$ cat config.mk
export PLATFORM = sky130hd
export DESIGN_NAME = region_xfer_req
export DESIGN_NICKNAME = d
export VERILOG_FILES = /design/src/rtl/region_xfer_req.sv
export SDC_FILE = /design/constraint.sdc
export NUM_CORES = 1
export LEC_CHECK = 0
export ABC_CLOCK_PERIOD_IN_PS = 1100
export BUFFER_PORTS_ARGS = -buffer_cell sky130_fd_sc_hd__buf_2
export CORE_UTILIZATION = 44
export CTS_BUF_LIST = sky130_fd_sc_hd__clkbuf_4 sky130_fd_sc_hd__clkbuf_8 sky130_fd_sc_hd__clkbuf_16
export CTS_CLUSTER_SIZE = 24
export DETAILED_ROUTE_END_ITERATION = 6
export HOLD_SLACK_MARGIN = 0.03
export PLACE_DENSITY = 0.72
export RECOVER_POWER = 50
export SLEW_MARGIN = 20
export SYNTH_ARGS = -nofsm -noshare
export SYNTH_HDL_FRONTEND = slang
export SYNTH_SLANG_ARGS = --single-unit
$ cat constraint.sdc
create_clock -name clk -period 1.1 [get_ports clk]
set_clock_uncertainty 0.2 [all_clocks]
set_input_delay 0.33 -clock clk [delete_from_list [all_inputs] [get_ports clk]]
set_output_delay 0.33 -clock clk [all_outputs]
set_load 0.02 [all_outputs]
$ cat src/rtl/region_xfer_req.sv
module region_xfer_req #(
  parameter int AW = 6
) (
  input  logic          clk,
  input  logic          rst_n,
  input  logic          quad_mode_i,
  input  logic          dir_i,
  input  logic          ser_adv_i,
  input  logic          req_accept_i,
  input  logic          xfer_done_i,
  output logic          req_valid_o,
  output logic [AW-1:0] req_off_o,
  output logic [AW-1:0] req_len_o,
  output logic          req_dir_o
);
  localparam logic [AW-1:0] BIG   = AW'(1) << (AW - 1);
  localparam logic [AW-1:0] SMALL = AW'(1) << (AW - 2);

  logic [AW-1:0] ser_ptr, host_ptr;
  logic          quad_q, busy;

  wire [AW-1:0] size   = quad_q ? SMALL : BIG;
  wire [AW-1:0] mask   = ~(size - AW'(1));
  wire          differ = ((ser_ptr ^ host_ptr) & mask) != '0;
  wire          issue  = !busy && differ;
  wire          finish = busy && !req_valid_o && xfer_done_i;

  always_ff @(posedge clk) begin
    if (!rst_n) begin
      ser_ptr     <= '0;
      host_ptr    <= '0;
      quad_q      <= 1'b0;
      busy        <= 1'b0;
      req_valid_o <= 1'b0;
      req_off_o   <= '0;
      req_len_o   <= '0;
      req_dir_o   <= 1'b0;
    end else begin
      if (ser_adv_i) ser_ptr <= ser_ptr + AW'(1);
      if (!busy && !differ) quad_q <= quad_mode_i;
      if (issue) begin
        busy        <= 1'b1;
        req_valid_o <= 1'b1;
        req_off_o   <= host_ptr & mask;
        req_len_o   <= size;
        req_dir_o   <= dir_i;
      end else if (req_valid_o && req_accept_i) begin
        req_valid_o <= 1'b0;
      end
      if (finish) begin
        busy     <= 1'b0;
        host_ptr <= req_off_o + req_len_o;
      end
    end
  end
endmodule

==> impl_metrics.ini, run 1 <==
[global_routing]
grt_overflow = 0
antenna_found_initial = 0
track_usage = 0.181
grt_max_degree = 12
grt_pass1_wl_mm = 2.57
grt_pass1_vias = 611

[timing]
hold_viol_final = 0
hold_slack_ps = 71.3
fmax_ghz = 0.716
period_share = 1.27
rsz0062_at_grt = yes
setup_ws_ps = -297
period_needed_ps = 1400
finalSetupViolCount = 21
finalMaxSlewViolations = 0

[placement]
place_ws_ps = -173
dp_cells = 118
gp_congestion = 0.753
portBuffers = 12
post_dp_cell_area_um2 = 945
hpwl_um = 978

[power_and_ir_drop]
total_leakage_power_nw = 0.485
p_per_area_nw_per_um2 = 936
power.ir.vdd_worst_mv = 0.771

[synth]
yosys.area_share.adder = 0.0334
ys.flop_type = dfxtp_1
synth_top_family_by_area = simple AND/OR/NAND/NOR gates
synthArstFlopShare = 0
synth_mux_area_frac = 0.0936
synth_cells = 80
synth-edff-count = 0
yosys.area_share.simple = 0.174
ys_ff_latch = 16
synth.cell_area_um2 = 748
ys_types = 28
synthXorXnorAreaFrac = 0.0936
yosysSeqAreaShare = 0.428
synth_compound_area_frac = 0.0719
ys_warn_count = 0
avgSynthCellArea_um2 = 9.35

[die]
fp.coreArea_um2 = 1540
die_w_um = 43.2
chipHeight_um = 43.2
std_cell_rows = 14
start_util = 0.485
io_pins = 21
dieArea_um2 = 1870

[layout]
final_area_um2 = 1170
drive_gt1_frac = 0.558
nFillCells = 92
nets = 123
antenna_cells = 0
layoutNonFillerInstCount = 129
fin_util = 0.761
syn_to_final_growth_pct = 56.9

[min_path]
hold_path_end = req_dir_o
min_from = dir_i
hp-class = in -> reg
min_path_cells = 3

[routing]
firstDrtPassIters = 4
drt.antenna.violating_nets = 0
dr_total_vias = 616
wl_per_cell_um = 11.7
drt_wl_total_mm = 1.51
drtIter0Drc = 6
drcViolationCount = 0
viasPerCell = 4.78

[clock_network]
cts_sinks = 16
htreeDepth = 1
cts_tree = yes
cts-buffers-inserted = 3
clk_root_buffer_cell = clkbuf_4
clock_latency_ps = 290
ctsHoldBuffers = 0
clk_path_buf_depth = 2
clk_pin_slew_ps = 90

[setup_path]
crit_arrival_ps = 870
cp_num_buf_inv = 2
path_cells = buf_6 -> buf_6
end_kind = primary output
crit_required_ps = 570
crit_path_top_delay_cell = dfxtp_4
r2r_setup_slack_ps = -230
crit_family = flip-flops
worstPathMaxFanout = 2
r2r-end = host_ptr[5]
critPathMaxStageDelay_ps = 350
start_kind = register
r2r_cells = 5
timing.rr.start = req_off_o[4]
worst_path_most_repeated_cell = buf_6
criticalPathCategory = reg -> out

[flow_run]
drv_cap = 0

[run_status]
violations = setup timing
outcome = complete, but fails checks
==> registers in the layout, indices dropped and copies added, names as in the netlist <==
| register | flops |
|---|---|
| busy | 1 |
| host_ptr | 2 |
| quad_q | 1 |
| req_dir_o | 1 |
| req_len_o | 2 |
| req_off_o | 2 |
| req_valid_o | 1 |
| ser_ptr | 6 |
==> cells in the mapped netlist, drive strengths merged (2+ instances only) <==
master,n,share of area
dfxtp,16,0.43
nand2,12,0.060
buf,8,0.080
mux2i,7,0.094
nor2,6,0.030
xnor2,4,0.047
xor2,4,0.047
inv,3,0.015
ha,2,0.033
nand4,2,0.025
o22ai,2,0.025
==> worst max-delay path by stage <==
stage / depth (start not counted) / to / slack, ps / start
3_3_place_gp: 4 / ser_ptr[5] / -170 / ser_adv_i
3_5_place_dp: 4 / ser_ptr[5] / -170 / ser_adv_i
2_1_floorplan: 4 / host_ptr[5] / -90 / req_off_o[4]
4_1_cts: 2 / req_off_o[4] / -300 / req_off_o[4]
5_1_grt: 2 / req_len_o[4] / -330 / req_len_o[4]
6_report: 2 / req_len_o[4] / -300 / req_len_o[4]
==> per-layer routing <==
metal	vias to the layer above	routed length, um	global-route usage	share of wire
li1	314	-	-	-
met1	277	753	0.260	0.50
met2	22	674	0.281	0.45
met3	3	65	0.0128	0.043
met4	0	20	0.0727	0.013
met5	-	0	0	0
==> metrics by stage <==
step / TNS, ps / power [mW]
floorplan: -677 / 0.689
global placement: -1380 / 0.704
detailed placement: -1640 / 0.706
CTS: -3370 / 1.09
global route: -4470 / 1.15
finish: -3440 / 1.10
==> repair_timing <==
item                                    CTS  global route
gates resized for setup                  32             7
buffers inserted                          4             3
gates cloned                              0             0
endpoints found under the setup margin   18            20
pin swaps                                13            13
==> layout by cell type (no fill, tap or decap), types with 2 or more instances in the layout <==
master / instances
buf_2: 6
buf_4: 14
buf_6: 11
clkbuf_4: 3
conb_1: 8
dfxtp_1: 3
dfxtp_2: 6
dfxtp_4: 7
ha_4: 2
inv_1: 2
mux2i_1: 7
nand2_1: 10
nand2_2: 2
nor2_1: 6
xnor2_1: 2
xnor2_4: 2
xor2_1: 2
xor2_2: 2
==> area by class of cell <==
cell class	instances	area, um^2	area share
multi-input cells	59	493	0.420
flip-flops and latches	16	354	0.302
repair buffers	31	259	0.221
clock buffers	4	36.3	0.0309
well taps	16	20.0	0.0171
inverters	3	11.3	0.00959
==> kinds of logic after synthesis <==
family                   after synthesis
AND/OR/NAND/NOR                       27
flip-flops                            16
buffers and inverters                 12
XOR/XNOR                               8
AO/OA/AOI/OAI                          7
multiplexers                           7
adder cells (fa/ha/maj)                2
other                                  1
==> report_power, final <==
part	switching (mW)	internal [mW]
Combinational	0.0633	0.0512
Clock	0.195	0.202
Sequential	0.0131	0.574
==> worst min-delay path, cell delays in order <==
cell     delay, ps
buf_2           90
nand2_1         40
mux2i_1         60
(Power assumes the default switching activity.)
==> inputs of run 2 (changes only) <==
- PLACE_DENSITY: 0.72 -> 0.74
- SLEW_MARGIN: 20 -> 10
==> run 2 against run 1 <==
  * The run still ends with setup timing left
  * Critical endpoint unchanged
  * Setup slack lost 3.4 ps
  * Total power decreased by 5.7%
  * Die area unchanged
  * Sequential share of layout area is 0.47 points higher
  * Design area decreased by 0.85%
  * Fmax fell by 0.25%
  * Hold slack better by 13 ps
==> impl_metrics.ini, run 2 (synthesized netlist as in run 1, its figures left out) <==
[layout]
syn_to_final_growth_pct = 55.5
final_cell_mix = 16 x buf_4, 10 x nand2_1, 10 x buf_6
drive_gt1_frac = 0.561
layoutNonFillerInstCount = 130
nets = 124
regMostFlops = ser_ptr
layout_commonest_cell = buf_4
largest_register_ffs = 6
antenna_cells = 0

[global_routing]
grt_overflow = 0
grt_util_met2 = 0.340
globalRouteMet1Util = 0.242
busiest_layer = met2
grt_pass1_vias = 658
antenna_found_initial = 0
grtUsageMet3 = 0.0383
grt_pass1_wl_mm = 2.79
grt_max_degree = 11
track_usage = 0.207

[power_and_ir_drop]
switching_share = 0.246
combPwrFrac = 0.097
p_int_mw = 0.780
clkPwrFrac = 0.331
p_per_area_nw_per_um2 = 889
finalPower_mw = 1.03
total_leakage_power_nw = 0.486
sequentialPowerShare = 0.572
power.ir.vdd_worst_mv = 0.891
p_sw_mw = 0.255

[setup_path]
criticalPathCategory = reg -> out
crit_arrival_ps = 870
end_kind = primary output
start_kind = register
crit_required_ps = 570
worstPathMaxFanout = 2

[run_status]
violations = setup timing
outcome = complete, but fails checks

[timing]
hold_viol_final = 0
finalMaxSlewViolations = 0
hold_slack_ps = 84.1
rsz0062_at_grt = yes
period_share = 1.27
setup_ws_ps = -301
finalSetupViolCount = 18
fmax_ghz = 0.714
period_needed_ps = 1400

[clock_network]
cts_sinks = 16
clk_pin_slew_ps = 100
htreeDepth = 1
clk_path_buf_depth = 2
clk_root_buffer_cell = clkbuf_4
clock_latency_ps = 280
cts_tree = yes
cts-buffers-inserted = 3

[flow_run]
drv_cap = 0

[routing]
drt.antenna.violating_nets = 0
firstDrtPassIters = 4
drtIter0Drc = 18
dr_total_vias = 648
drt_wl_total_mm = 1.73
viasPerCell = 4.98
drcViolationCount = 0
wl_per_cell_um = 13.3

[die]
std_cell_rows = 14
chipHeight_um = 43.2
start_util = 0.485
fp.coreArea_um2 = 1540
die_w_um = 43.2
io_pins = 21
dieArea_um2 = 1870

[min_path]
hp-class = in -> reg

[placement]
place_ws_ps = -188
hpwl_mm = 1.09
dp_cells = 120
gp_congestion = 0.783
portBuffers = 12
## run 2: cell type report
cell class,instances,area (um^2)
Fill cell,90,378
Inverter,3,11.3
Tap cell,16,20.0
Sequential cell,16,357
Multi-Input combinational cell,59,483
Timing Repair Buffer,32,263
Clock buffer,4,30.0
## run 2: per-layer routing
metal | wire, um | part of all wire
met5 | 0 | 0
met2 | 822 | 0.48
met1 | 798 | 0.46
met3 | 64 | 0.037
met4 | 40 | 0.023
## run 2: timing repair
action | 4_1_cts | 5_1_grt
pin swaps | 12 | 6
buffers inserted | 4 | 2
resized for setup | 28 | 9
hold buffers | 0 | 0
endpoints found under the hold margin | 0 | 0
endpoints found under the setup margin | 18 | 20
## run 2: power by group through the flow
stage / clock network [mW] / logic [mW] / registers, mW
floorplan: 0 / 0.0779 / 0.611
global placement: 0 / 0.0924 / 0.612
detailed placement: 0 / 0.0951 / 0.612
CTS: 0.350 / 0.0963 / 0.596
global route: 0.378 / 0.113 / 0.593
finish: 0.343 / 0.100 / 0.592
## run 2: stage by stage
stage | utilization | instance area (um^2) | TNS [ps]
after CTS | 0.720 | 1110 | -3120
after global placement | 0.623 | 960 | -1380
after detailed placement | 0.623 | 960 | -1730
after floorplan | - | 838 | -677
after global routing | 0.755 | 1160 | -4070
final | 0.755 | 1160 | -3200
## run 2: critical path: stages (launching register included)
cell and delay, ps:
dfxtp_4 360, buf_6 110, buf_6 120
## run 2: path summary, 6_finish.rpt
check                               endpoint  cells after the start  slack, ps         start
worst max-delay path            req_len_o[4]                      2       -300  req_len_o[4]
worst max register to register   host_ptr[5]                      5       -240  req_len_o[4]
worst min register to register     req_dir_o                      2        280     req_dir_o
worst min-delay path               req_dir_o                      3         80         dir_i
